$ cat config.mk
export PLATFORM = sky130hd
export DESIGN_NAME = exc_frame_seq
export DESIGN_NICKNAME = d
export VERILOG_FILES = /design/src/rtl/exc_frame_pkg.sv /design/src/rtl/exc_vec_sel.sv /design/src/rtl/exc_delay_ctr.sv /design/src/rtl/exc_bus_mux.sv /design/src/rtl/exc_frame_seq.sv
export SDC_FILE = /design/constraint.sdc
export NUM_CORES = 1
export LEC_CHECK = 0
export BUFFER_PORTS_ARGS = -buffer_cell sky130_fd_sc_hd__buf_2
export CAP_MARGIN = 0
export CORE_MARGIN = 2
export CORE_UTILIZATION = 25
export DETAILED_ROUTE_END_ITERATION = 6
export PLACE_DENSITY = 0.52
export SLEW_MARGIN = 0
export SYNTH_ARGS = -nofsm -noshare
export SYNTH_HDL_FRONTEND = slang
export SYNTH_SLANG_ARGS = --single-unit
$ cat constraint.sdc
create_clock -name clk_i -period 4.14 [get_ports clk_i]
set_clock_uncertainty 0.05 [all_clocks]
set_input_delay 0.414 -clock clk_i [delete_from_list [all_inputs] [get_ports clk_i]]
set_output_delay 0.414 -clock clk_i [all_outputs]
set_load 0.02 [all_outputs]
$ cat src/rtl/exc_frame_pkg.sv
package exc_frame_pkg;

  localparam int unsigned SUPER_BIT = 13;
  localparam int unsigned NUM_OPS   = 8;

  typedef enum logic [1:0] {ST_IDLE, ST_DELAY, ST_BUS} state_e;

  typedef enum logic [2:0] {
    AS_PC, AS_SPM2, AS_SPM6, AS_SPM4, AS_VHI, AS_VLO, AS_NPC, AS_NPC2
  } asel_e;

  typedef enum logic [1:0] {DS_PCLO, DS_SR, DS_PCHI, DS_NONE} dsel_e;

  typedef struct packed {
    logic  we;
    asel_e asel;
    dsel_e dsel;
  } bus_op_t;

  // Fixed entry program; the frame write order is part of the behaviour.
  function automatic bus_op_t op_at(input logic [2:0] idx);
    bus_op_t o;
    case (idx)
      3'd0:    o = '{we: 1'b0, asel: AS_PC,   dsel: DS_NONE};
      3'd1:    o = '{we: 1'b1, asel: AS_SPM2, dsel: DS_PCLO};
      3'd2:    o = '{we: 1'b1, asel: AS_SPM6, dsel: DS_SR};
      3'd3:    o = '{we: 1'b1, asel: AS_SPM4, dsel: DS_PCHI};
      3'd4:    o = '{we: 1'b0, asel: AS_VHI,  dsel: DS_NONE};
      3'd5:    o = '{we: 1'b0, asel: AS_VLO,  dsel: DS_NONE};
      3'd6:    o = '{we: 1'b0, asel: AS_NPC,  dsel: DS_NONE};
      default: o = '{we: 1'b0, asel: AS_NPC2, dsel: DS_NONE};
    endcase
    return o;
  endfunction

endpackage

$ cat src/rtl/exc_vec_sel.sv
module exc_vec_sel #(
  parameter int unsigned VW        = 8,
  parameter int unsigned AW        = 32,
  parameter int unsigned TRAP_BASE = 32
) (
  input  logic          trap_i,
  input  logic [3:0]    trap_num_i,
  input  logic [VW-1:0] vector_i,
  output logic [AW-1:0] vaddr_o
);
  logic [VW-1:0] vec;

  always_comb begin
    if (trap_i) vec = VW'(TRAP_BASE) + VW'(trap_num_i);
    else        vec = vector_i;
    vaddr_o = AW'(vec) << 2;
  end
endmodule

$ cat src/rtl/exc_delay_ctr.sv
module exc_delay_ctr #(
  parameter int unsigned SHORT_CLK = 4,
  parameter int unsigned LONG_CLK  = 8
) (
  input  logic clk_i,
  input  logic rst_ni,
  input  logic load_i,
  input  logic long_i,
  output logic zero_o
);
  localparam int unsigned CW = $clog2(LONG_CLK + 1);

  logic [CW-1:0] cnt_q;

  always_ff @(posedge clk_i or negedge rst_ni) begin
    if (!rst_ni)          cnt_q <= '0;
    else if (load_i)      cnt_q <= long_i ? CW'(LONG_CLK - 1) : CW'(SHORT_CLK - 1);
    else if (cnt_q != '0) cnt_q <= cnt_q - 1'b1;
  end

  assign zero_o = (cnt_q == '0);
endmodule

$ cat src/rtl/exc_bus_mux.sv
module exc_bus_mux
  import exc_frame_pkg::*;
#(
  parameter int unsigned AW = 32,
  parameter int unsigned DW = 16
) (
  input  logic [2:0]    idx_i,
  input  logic [AW-1:0] pc_i,
  input  logic [AW-1:0] sp_i,
  input  logic [AW-1:0] vaddr_i,
  input  logic [AW-1:0] npc_i,
  input  logic [DW-1:0] sr_i,
  output logic          we_o,
  output logic [AW-1:0] addr_o,
  output logic [DW-1:0] wdata_o
);
  bus_op_t op;

  always_comb begin
    op   = op_at(idx_i);
    we_o = op.we;
    unique case (op.asel)
      AS_PC:   addr_o = pc_i;
      AS_SPM2: addr_o = sp_i - AW'(2);
      AS_SPM6: addr_o = sp_i - AW'(6);
      AS_SPM4: addr_o = sp_i - AW'(4);
      AS_VHI:  addr_o = vaddr_i;
      AS_VLO:  addr_o = vaddr_i + AW'(2);
      AS_NPC:  addr_o = npc_i;
      default: addr_o = npc_i + AW'(2);
    endcase
    unique case (op.dsel)
      DS_PCLO: wdata_o = pc_i[DW-1:0];
      DS_SR:   wdata_o = sr_i;
      DS_PCHI: wdata_o = pc_i[2*DW-1:DW];
      default: wdata_o = '0;
    endcase
  end
endmodule

$ cat src/rtl/exc_frame_seq.sv
module exc_frame_seq
  import exc_frame_pkg::*;
#(
  parameter int unsigned AW           = 32,
  parameter int unsigned DW           = 16,
  parameter int unsigned VW           = 8,
  parameter int unsigned TRAP_BASE    = 32,
  parameter int unsigned SHORT_HALF   = 8,
  parameter int unsigned LONG_HALF    = 16,
  parameter int unsigned HALF_PER_CLK = 2,
  parameter int unsigned FRAME_BYTES  = 6
) (
  input  logic          clk_i,
  input  logic          rst_ni,
  input  logic          start_i,
  input  logic          trap_i,
  input  logic [3:0]    trap_num_i,
  input  logic [VW-1:0] vector_i,
  input  logic [DW-1:0] status_i,
  input  logic [AW-1:0] ssp_i,
  input  logic [AW-1:0] pc_i,
  input  logic          long_first_i,
  output logic          busy_o,
  output logic          done_o,
  output logic [AW-1:0] new_pc_o,
  output logic [DW-1:0] sr_o,
  output logic [AW-1:0] ssp_o,
  output logic          bus_req_o,
  output logic          bus_we_o,
  output logic [AW-1:0] bus_addr_o,
  output logic [DW-1:0] bus_wdata_o,
  input  logic          bus_ack_i,
  input  logic [DW-1:0] bus_rdata_i
);
  localparam int unsigned SHORT_CLK = SHORT_HALF / HALF_PER_CLK;
  localparam int unsigned LONG_CLK  = LONG_HALF / HALF_PER_CLK;
  localparam logic [2:0]  IDX_VHI   = 3'd4;
  localparam logic [2:0]  IDX_VLO   = 3'd5;
  localparam logic [2:0]  IDX_LAST  = 3'(NUM_OPS - 1);

  state_e        state_q;
  logic [2:0]    idx_q;
  logic [AW-1:0] pc_q, sp_q, vaddr_q, npc_q, ssp_q;
  logic [DW-1:0] sr_cap_q, sr_q, vhi_q;
  logic          done_q;
  logic          accept, delay_zero;
  logic [AW-1:0] vaddr;

  assign accept = start_i && (state_q == ST_IDLE);

  exc_vec_sel #(.VW(VW), .AW(AW), .TRAP_BASE(TRAP_BASE)) u_vec (
    .trap_i     (trap_i),
    .trap_num_i (trap_num_i),
    .vector_i   (vector_i),
    .vaddr_o    (vaddr)
  );

  exc_delay_ctr #(.SHORT_CLK(SHORT_CLK), .LONG_CLK(LONG_CLK)) u_dly (
    .clk_i  (clk_i),
    .rst_ni (rst_ni),
    .load_i (accept),
    .long_i (long_first_i),
    .zero_o (delay_zero)
  );

  exc_bus_mux #(.AW(AW), .DW(DW)) u_mux (
    .idx_i   (idx_q),
    .pc_i    (pc_q),
    .sp_i    (sp_q),
    .vaddr_i (vaddr_q),
    .npc_i   (npc_q),
    .sr_i    (sr_cap_q),
    .we_o    (bus_we_o),
    .addr_o  (bus_addr_o),
    .wdata_o (bus_wdata_o)
  );

  always_ff @(posedge clk_i or negedge rst_ni) begin
    if (!rst_ni) begin
      state_q  <= ST_IDLE;
      idx_q    <= '0;
      pc_q     <= '0;
      sp_q     <= '0;
      vaddr_q  <= '0;
      npc_q    <= '0;
      ssp_q    <= '0;
      sr_cap_q <= '0;
      sr_q     <= '0;
      vhi_q    <= '0;
      done_q   <= 1'b0;
    end else begin
      done_q <= 1'b0;
      unique case (state_q)
        ST_IDLE: if (accept) begin
          pc_q     <= pc_i;
          sp_q     <= ssp_i;
          vaddr_q  <= vaddr;
          sr_cap_q <= status_i;
          sr_q     <= status_i | DW'(1 << SUPER_BIT);
          ssp_q    <= ssp_i - AW'(FRAME_BYTES);
          idx_q    <= '0;
          state_q  <= ST_DELAY;
        end
        ST_DELAY: if (delay_zero) state_q <= ST_BUS;
        default: if (bus_ack_i) begin
          if (idx_q == IDX_VHI) vhi_q <= bus_rdata_i;
          if (idx_q == IDX_VLO) npc_q <= AW'({vhi_q, bus_rdata_i});
          if (idx_q == IDX_LAST) begin
            state_q <= ST_IDLE;
            done_q  <= 1'b1;
          end else begin
            idx_q <= idx_q + 1'b1;
          end
        end
      endcase
    end
  end

  assign busy_o    = (state_q != ST_IDLE);
  assign bus_req_o = (state_q == ST_BUS);
  assign done_o    = done_q;
  assign new_pc_o  = npc_q;
  assign sr_o      = sr_q;
  assign ssp_o     = ssp_q;
endmodule

==> results of run 1 <==
==> cells by family (layout without fill, tap and decap cells) <==
kind of cell	Yosys count	count (layout)	share of synthesized area
buf+inv	108	329	0.04543
fa+ha+maj	13	13	0.01656
compound gates	193	193	0.1220
simple gates	542	542	0.2361
xor+xnor	80	80	0.06821
flops	178	178	0.4336
mux	74	74	0.07808
==> metal layers <==
layer | up-vias | global-route usage
met2 | 360 | 0.2782
met1 | 4696 | 0.2694
li1 | 4537 | -
met3 | 48 | 0.03909
met4 | 2 | 0.06358
met5 | - | 0
==> layout make-up <==
| cell class | count | area, sq um |
|---|---|---|
| Clock buffer | 18 | 439.2 |
| Clock inverter | 14 | 147.6 |
| Fill cell | 4412 | 28030 |
| Inverter | 14 | 52.55 |
| Multi-Input combinational cell | 902 | 5393 |
| Sequential cell | 178 | 4454 |
| Tap cell | 532 | 665.6 |
| Timing Repair Buffer | 283 | 1558 |
==> per-stage QoR <==
stage / instances / total power (uW) / instance area [sq um] / hold WS [ns]
global route: 1941 / 11730 / 12710 / 0.08505
CTS: 1941 / 11020 / 12680 / 0.07537
floorplan: 1188 / 6829 / 10270 / 0.06841
global placement: 1908 / 9286 / 12080 / 0.3958
detailed placement: 1908 / 9318 / 12080 / 0.4006
finish: 1941 / 10980 / 12710 / 0.1034
==> worst max-delay path, delay by kind of cell, from the launching register on <==
kind / cells / cell delay (ns)
XOR/XNOR: 1 / 0.16
AO/OA/AOI/OAI: 2 / 0.46
buffers and inverters: 4 / 0.62
flip-flops: 1 / 0.44
adder cells (fa/ha/maj): 2 / 0.39
AND/OR/NAND/NOR: 4 / 0.92
==> power groups by stage <==
stage | sequential [uW] | combinational (uW) | clock [uW]
4_1_cts | 3470 | 5850 | 1710
3_5_place_dp | 3500 | 5820 | 0
3_3_place_gp | 3480 | 5800 | 0
2_1_floorplan | 3360 | 3470 | 0
5_1_grt | 3580 | 6380 | 1770
6_report | 3480 | 5860 | 1650
==> path summary, 6_finish.rpt <==
kind | to | startpoint | slack (ns) | cells past startpoint
min reg2reg | sr_o[13] | sr_o[13] | 0.43 | 1
max | bus_addr_o[27] | idx_q[0] | 0.23 | 13
min | pc_q[27] | pc_i[27] | 0.10 | 3
min in group asynchronous | done_o | rst_ni | 0.49 | 2
max in group asynchronous | ssp_o[26] | rst_ni | 2.71 | 3
max reg2reg | vaddr_q[7] | state_q[1] | 1.85 | 4
==> flip-flops by register name, summed over array words and instances, names as in the netlist <==
register	count
done_o	1
idx_q	3
new_pc_o	32
pc_q	32
sp_q	32
sr_cap_q	16
sr_o	1
ssp_o	31
state_q	2
u_dly.cnt_q	4
vaddr_q	8
vhi_q	16
==> cells in the final DEF, fill, tap and decap left out, types with 16 or more instances in the layout <==
master,Yosys,layout
buf_4,16,34
o21ai_0,80,79
dfrtp_1,178,178
xor2_1,29,29
nor3_1,25,25
nand3_1,27,27
mux2_2,49,49
mux2i_1,25,25
xnor2_1,51,51
nor2_1,61,61
nor4_1,20,20
nand2_1,329,328
buf_2,1,244
a21oi_1,25,25
nand4_1,16,16
clkbuf_16,0,17
==> timing repair <==
action / in CTS / in global routing
pin swaps: 0 / 1
hold buffers: 1 / 0
endpoints found under the setup margin: 1 / 9
endpoints found under the hold margin: 59 / 0
gates resized for setup: 1 / 6
==> synthesized netlist by cell type (7+ instances only) <==
library cell and number:
xor2_1 29, nor2_1 61, a22oi_1 13, or4_1 7, nand4_1 16, inv_1 14
a21oi_1 25, o21ai_0 80, nand2_1 329, clkbuf_1 72, o211ai_1 7, nor3_1 25
dfrtp_1 178, a222oi_1 13, mux2_2 49, xnor2_1 51, a221oi_1 9, mux2i_1 25
nand3_1 27, a31oi_1 9, or3_1 9, ha_1 12, buf_4 16, nor4_1 20
==> metrics.cfg, run 1 <==
[power]
powerDensity_nw_per_um2=864.3
power.leakage_uw=0.005999
ir_worst_vdd_uv=452.7
p_int_uw=5432
comb_power_share=0.533
swShare=0.5055
p_clk_frac=0.150
seq_power_share=0.317
p_sw_uw=5552

[sta]
fin_crit_sh=0.9438
slew-limit-headroom=0.2642
worst_slack_ns=0.2328
finalSetupTns_ns=0
hold_viol=0
period_minus_slack_ns=3.907
fmax_ghz=0.2559
slew_viol_final=0
rsz0062_at_grt=no
max_slew.worst_pin.slew_ns=1.104
setup-violations-final=0

[setup_path]
critPathSlowestCell=dfrtp_1
cp-start-kind=flip-flop
critPathMaxStageDelay_ns=0.44
critPathKind=reg -> out
crit_path_end_kind=output pin
cp.arrival_ns=3.44
crit_chain=inv_2 -> ha_4 -> nand2_1 -> inv_1 -> fa_1 -> or3b_4 -> nor4_1 -> buf_4 -> nand3_1 -> xnor2_1 -> a222oi_1 -> o211ai_1 -> buf_2
critPathMaxFanout=7
worst_ep_required_time_ns=3.68

[logic_synthesis]
avgSynthCellArea_sq_um=8.647
yosysUniqueCellTypes=60
synth_top_area_share=0.4336
yosys-top-cells-area=dfrtp_1 43%, nand2_1 12%, mux2_2 5.4%
syn-cell-area_sq_um=10270
ys_ff_latch=178
synth_nets=1315
synth-main-ff-cell=dfrtp_1
ys_warn_count=0
synth_cells=1188
synth_edf_count=0
yosysSeqAreaShare=0.4336
async_flop_share=1.000
synth_top_cell_by_area=dfrtp_1

[global_route]
grt_max_degree=98
grtUsageTotal=0.1873
grt_pass1_vias=9294
grt_pass1_wl_um=59310
antenna_found_initial=1
grt.overflow.total=0

[drt]
drt_iter0_drc=846
drc=0
vias_per_cell=4.968
ant_nets=0
wl_per_cell_um=20.56
wl_met3_um=2686
wl_um=39910
top_layer_used=met5
wl_met2_um=17710
drtPass1Iterations=7
met1Wirelength_um=18460
vias=9643

[placed_design]
portBuffers=245
hpwl_um=30570
gp_congestion=0.9082
dp_worst_setup_slack_ns=0.5063

[cells_and_area]
diodes=0
area_growth_pct=23.73
final_util=0.3120
fin_nets=1523
drive_gt1_frac=0.2704

[cts]
clock_latency_ns=0.45
post_cts_buffers=0
cts_max_level=4
cts_num_sinks=178
clockRootBuffer=clkbuf_16
cts.path.max_buffers=2
cts_tree=done
clkTransAtPathRegs_ns=0.08
cts_buffers=17

[floorplan]
die_x_um=206.7
die_area_sq_um=42730
die_h_um=206.7
core_area_sq_um=40740
num_rows=74
initial_core_util=0.2521
io_pins=246

[outcome]
status=complete, no violations

[run]
maxCapViolations=0

[hold_path]
hold_path_class=in -> reg

(Power assumes the default switching activity.)
==> inputs of run 2 (changes only) <==
--- a/config.mk
+++ b/config.mk
@@ -10,6 +10,7 @@
 export CORE_MARGIN = 2
 export CORE_UTILIZATION = 25
 export DETAILED_ROUTE_END_ITERATION = 6
+export MAX_ROUTING_LAYER = met4
 export PLACE_DENSITY = 0.52
 export SLEW_MARGIN = 0
 export SYNTH_ARGS = -nofsm -noshare
==> run 2 against run 1 <==
Against the previous run: die area stayed put; clock-buffer cell count is 1 higher; combinational power hardly changed; flip-flop and latch count stayed put; maximum frequency is 1.5% lower; clock power is 4% higher; first-iteration DRC count is 7.1% lower; register-to-register slack worse by 0.19 ns.
==> metrics.cfg, run 2 (synthesis gave the netlist of run 1 again) <==
[cells_and_area]
final_cell_mix=327 x nand2_1, 244 x buf_2, 178 x dfrtp_1
fin_nets=1519  ; -0.26%
seqCellArea_sq_um=4454  ; unchanged
layout_commonest_cell=nand2_1
drive_gt1_frac=0.2726  ; +0.002193
diodes=0  ; unchanged
final_util=0.3129  ; +0.0008910
area_growth_pct=24.08
multi_input_area_sq_um=5438  ; +0.84%
fill_cells=4437  ; +0.57%

[global_route]
grtUsageTotal=0.1910  ; +0.003650
antenna_found_initial=0  ; -1
met3_usage=0.04757  ; +0.008477
grt.overflow.total=0  ; unchanged
grt.met2_usage=0.2881  ; +0.009914
busiest_layer=met2
grt_max_degree=98  ; unchanged
grt_pass1_vias=9310  ; +0.17%
grt_pass1_wl_um=58520  ; -1.3%
met1_usage=0.2543  ; -0.01503

[hold_path]
whs_endpoint=sr_cap_q[11]
hold_path_class=in -> reg
holdPathStages=3  ; unchanged
hold_start=status_i[11]

[setup_path]
critPathMaxFanout=10  ; +3
r2r_slack_ns=1.66  ; -0.19 ns
cp-start-kind=flip-flop
critPathKind=reg -> out
crit_path_end_kind=output pin
rr_startpoint=idx_q[0]
cp.arrival_ns=3.50  ; +0.06 ns
r2r-end=vhi_q[15]
worst_ep_required_time_ns=3.68  ; about the same
worstRegToRegCells=4  ; unchanged

[drt]
wl_um=39980  ; +0.18%
ant_nets=0  ; unchanged
vias_per_cell=4.986  ; +0.36%
vias=9658  ; +0.16%
wl_per_cell_um=20.64  ; +0.38%
drt_iter0_drc=786  ; -7.1%
drc=0  ; unchanged
drtPass1Iterations=5  ; -2

[cts]
cts.path.max_buffers=2  ; unchanged
cts_buffers=17  ; unchanged
post_cts_buffers=0  ; unchanged
cts_max_level=4  ; unchanged
clock_latency_ns=0.45  ; about the same
clkTransAtPathRegs_ns=0.07  ; about the same
cts_num_sinks=178  ; unchanged
cts_tree=done
clockRootBuffer=clkbuf_16

[sta]
period_minus_slack_ns=3.966  ; +0.05859 ns
setup-violations-final=0  ; unchanged
fmax_ghz=0.2522  ; -1.5%
finalSetupTns_ns=0  ; unchanged
worst_slack_ns=0.1743  ; -0.05859 ns
slew-limit-headroom=0.2465  ; -0.01761
max_slew.worst_pin.slew_ns=1.130  ; +0.02641 ns
fin_crit_sh=0.9579  ; +0.01415
rsz0062_at_grt=no
hold_viol=0  ; unchanged
slew_viol_final=0  ; unchanged

[floorplan]
core_area_sq_um=40740  ; unchanged
die_h_um=206.7  ; unchanged
io_pins=246  ; unchanged
die_area_sq_um=42730  ; unchanged
initial_core_util=0.2521  ; unchanged
num_rows=74  ; unchanged
die_x_um=206.7  ; unchanged

[power]
power.leakage_uw=0.005999  ; about the same
powerDensity_nw_per_um2=869.0  ; +0.55%
ir_worst_vdd_uv=344.6  ; -24%

[placed_design]
portBuffers=245  ; unchanged
dp_worst_setup_slack_ns=0.2420  ; -0.2643 ns
hpwl_um=30540  ; about the same
gp_congestion=0.9170  ; +0.97%

[outcome]
status=complete, no violations

[run]
maxCapViolations=0  ; unchanged

==> run 2: cell count changes in the layout (fill, tap and decap cells not counted), sizes merged <==
cell      previous run  this run
buf                282       278
clkinvlp             3         2
bufinv               1         2
inv                 19        20
clkbuf              18        19
clkinv               5         3
==> run 2: what timing repair did <==
| item | CTS | global route |
|---|---|---|
| hold buffers | 1 | 0 |
| endpoints found under the setup margin | 9 | 19 |
| resized for setup | 2 | 12 |
| pin swaps | 0 | 1 |
| endpoints found under the hold margin | 58 | 0 |
==> run 2: worst max path at each step <==
stage                     startpoint             end  slack [ns]  depth (start not counted)
after floorplan             idx_q[0]  bus_addr_o[28]        0.83                         10
after global placement      idx_q[0]  bus_addr_o[21]        0.33                         10
after detailed placement    idx_q[0]  bus_addr_o[21]        0.24                         10
after CTS                   idx_q[0]  bus_addr_o[28]        0.02                         12
after global routing        idx_q[0]  bus_addr_o[27]        0.02                         12
final                        sp_q[8]  bus_addr_o[23]        0.17                          7
==> run 2: where the power goes <==
part	switching, uW	internal, uW	total (uW)
sequential	1000	2500	3500
combinational	3810	2040	5850
clock	774	947	1720
total	5590	5490	11100
==> run 2: final cells by class <==
type	count	area share
Multi-Input combinational cell	902	0.4266
Sequential cell	178	0.3495
Timing Repair Buffer	279	0.1189
Tap cell	532	0.05222
Clock buffer	19	0.03554
Clock inverter	13	0.01315
Inverter	14	0.004123
==> run 2: metal layers <==
layer,vias up,part of all wire
li1,4523,-
met1,4795,0.46
met2,311,0.46
met3,29,0.067
met4,0,0.017
met5,-,0
==> run 2: critical path: stages, from the launching register on <==
cell and delay [ns]:
dfrtp_1 0.50, or4_1 0.81, nor3_2 0.67, nand3_1 0.18
xnor2_1 0.25, a222oi_1 0.10, a31oi_1 0.32, buf_2 0.23
==> run 2: per-stage QoR <==
stage	power, uW	cells	hold slack (ns)	instance area (sq um)
floorplan	6829	1188	0.06841	10270
global placement	9242	1904	0.3936	12040
detailed placement	9276	1904	0.3941	12040
CTS	11050	1937	0.07152	12680
global route	11790	1937	0.09139	12750
finish	11080	1937	0.09832	12750
==> inputs of run 3 (changes only) <==
--- a/config.mk
+++ b/config.mk
@@ -12,6 +12,8 @@
 export DETAILED_ROUTE_END_ITERATION = 6
 export MAX_ROUTING_LAYER = met4
 export PLACE_DENSITY = 0.52
+export SETUP_SLACK_MARGIN = 0.2
+export SKIP_CTS_REPAIR_TIMING = 1
 export SLEW_MARGIN = 0
 export SYNTH_ARGS = -nofsm -noshare
 export SYNTH_HDL_FRONTEND = slang
==> run 3 against run 2 <==
Against the previous run: via count increased by 0.23%; sequential share of layout area decreased by 0.089 points; critical path depth increased by 2; hold slack improved by 0.0013 ns; combinational power about the same; wire length decreased by 0.10%; die area unchanged.
==> metrics.cfg, run 3 (synthesis gave the netlist of run 1 again) <==
[outcome]
status=complete, no violations

[setup_path]
crit_cells=9  ; +2
worstRegToRegCells=4  ; unchanged
critPathMaxStageDelay_ns=0.43  ; -0.38 ns
path_buf_inv=3  ; +2
crit_path_end_kind=output pin
worst_ep_required_time_ns=3.68  ; about the same
path_delay_family=buffers and inverters
crit_chain=buf_4 -> ha_1 -> nor3_1 -> mux2i_1 -> buf_4 -> o22ai_1 -> o21ai_0 -> nand3_1 -> buf_2
critPathSlowestCell=nor3_1
critPathMaxFanout=25  ; +15
crit_path_frequent_cell=buf_4
critPathKind=reg -> out
cp-start-kind=flip-flop
cp.arrival_ns=3.35  ; -0.15 ns

[cts]
cts_max_level=4  ; unchanged
clkTransAtPathRegs_ns=0.07  ; about the same
clockRootBuffer=clkbuf_16
cts_num_sinks=178  ; unchanged
clock_latency_ns=0.45  ; about the same
cts_buffers=17  ; unchanged
cts.path.max_buffers=2  ; unchanged
cts_tree=done

[drt]
drc=0  ; unchanged
wl_per_cell_um=20.61  ; -0.15%
wl_met3_um=2783  ; +4.0%
vias_per_cell=4.995  ; +0.18%
ant_nets=0  ; unchanged
vias=9680  ; +0.23%
wl_um=39940  ; -0.10%
met1Wirelength_um=18350  ; about the same
drtPass1Iterations=7  ; +2
top_layer_used=met4
drt_iter0_drc=853  ; +8.5%
wl_met2_um=18100  ; -0.97%

[floorplan]
num_rows=74  ; unchanged
die_h_um=206.7  ; unchanged
die_x_um=206.7  ; unchanged
die_area_sq_um=42730  ; unchanged
core_area_sq_um=40740  ; unchanged
initial_core_util=0.2521  ; unchanged
io_pins=246  ; unchanged

[power]
p_clk_frac=0.155  ; about the same
seq_power_share=0.316  ; about the same
p_int_uw=5509  ; +0.42%
swShare=0.5041  ; -0.0005829
ir_worst_vdd_uv=344.4  ; about the same
powerDensity_nw_per_um2=869.4  ; about the same
p_sw_uw=5601  ; +0.18%
comb_power_share=0.529  ; about the same
power.leakage_uw=0.006006  ; +0.11%

[global_route]
grt.overflow.total=0  ; unchanged
grtUsageTotal=0.1908  ; about the same
grt_max_degree=98  ; unchanged
grt_pass1_wl_um=58470  ; about the same
grt_pass1_vias=9277  ; -0.35%
antenna_found_initial=0  ; unchanged

[sta]
setup-violations-final=0  ; unchanged
fin_crit_sh=0.9224  ; -0.03553
fmax_ghz=0.2619  ; +3.9%
slew-limit-headroom=0.2441  ; -0.002488
period_minus_slack_ns=3.819  ; -0.1471 ns
slew_viol_final=0  ; unchanged
rsz0062_at_grt=yes
max_slew.worst_pin.slew_ns=1.134  ; +0.003732 ns
hold_ws_ns=0.09963  ; +0.001304 ns
hold_viol=0  ; unchanged
finalSetupTns_ns=0  ; unchanged

[cells_and_area]
layout_commonest_cell=nand2_1
final_util=0.3137  ; +0.0007980
design_area_sq_um=12780  ; +0.25%
fin_cells=1938  ; +0.052%
diodes=0  ; unchanged
drive_gt1_frac=0.2767  ; +0.004074
final_cell_mix=327 x nand2_1, 243 x buf_2, 178 x dfrtp_1
area_growth_pct=24.40
fin_nets=1520  ; +0.066%

[run]
maxCapViolations=0  ; unchanged

[hold_path]
hold_path_class=in -> reg
holdPathStages=3  ; unchanged

[placed_design]
placed_cell_area_sq_um=12040  ; unchanged
hpwl_um=30540  ; unchanged
placed_cells=1904  ; unchanged
gp_congestion=0.9170  ; unchanged
portBuffers=245  ; unchanged

## run 3: power by group through the flow
| stage | logic (uW) | registers (uW) | clock network [uW] |
|---|---|---|---|
| 6_report | 5880 | 3510 | 1720 |
| 5_1_grt | 6380 | 3610 | 1840 |
| 4_1_cts | 5780 | 3490 | 1770 |
| 3_5_place_dp | 5750 | 3520 | 0 |
| 3_3_place_gp | 5740 | 3500 | 0 |
| 2_1_floorplan | 3470 | 3360 | 0 |
## run 3: layout make-up
class | instances | area [sq um]
inverter | 14 | 52.55
sequential | 178 | 4454
multi-input combinational | 902 | 5460
tap | 532 | 665.6
clock inverter | 13 | 167.7
timing repair buffer | 280 | 1525
clock buffer | 19 | 452.9
fill | 4432 | 27960
## run 3: worst paths after layout
kind	from	endpoint	slack [ns]
setup / recovery	idx_q[0]	bus_addr_o[17]	0.32
hold / removal	status_i[11]	sr_cap_q[11]	0.1
setup reg to reg	idx_q[1]	vhi_q[6]	1.65
hold reg to reg	sr_o[13]	sr_o[13]	0.43
max in group asynchronous	rst_ni	pc_q[4]	2.65
min in group asynchronous	rst_ni	done_o	0.48
## run 3: tightest hold or removal path, cell delays in order
cell     delay (ns)
buf_2          0.07
nand2_1        0.04
nand2_1        0.04
## run 3: layer usage
layer	GRT usage	vias to the layer above
li1	-	4533
met2	0.2877	333
met3	0.04568	33
met5	-	-
met4	0.05319	0
met1	0.2554	4781
## run 3: metrics by stage
step | total power, uW | setup slack (ns)
finish | 11110 | 0.3214
global route | 11820 | 0.1789
CTS | 11040 | -0.2589
detailed placement | 9276 | 0.2420
global placement | 9242 | 0.3302
floorplan | 6829 | 0.8334
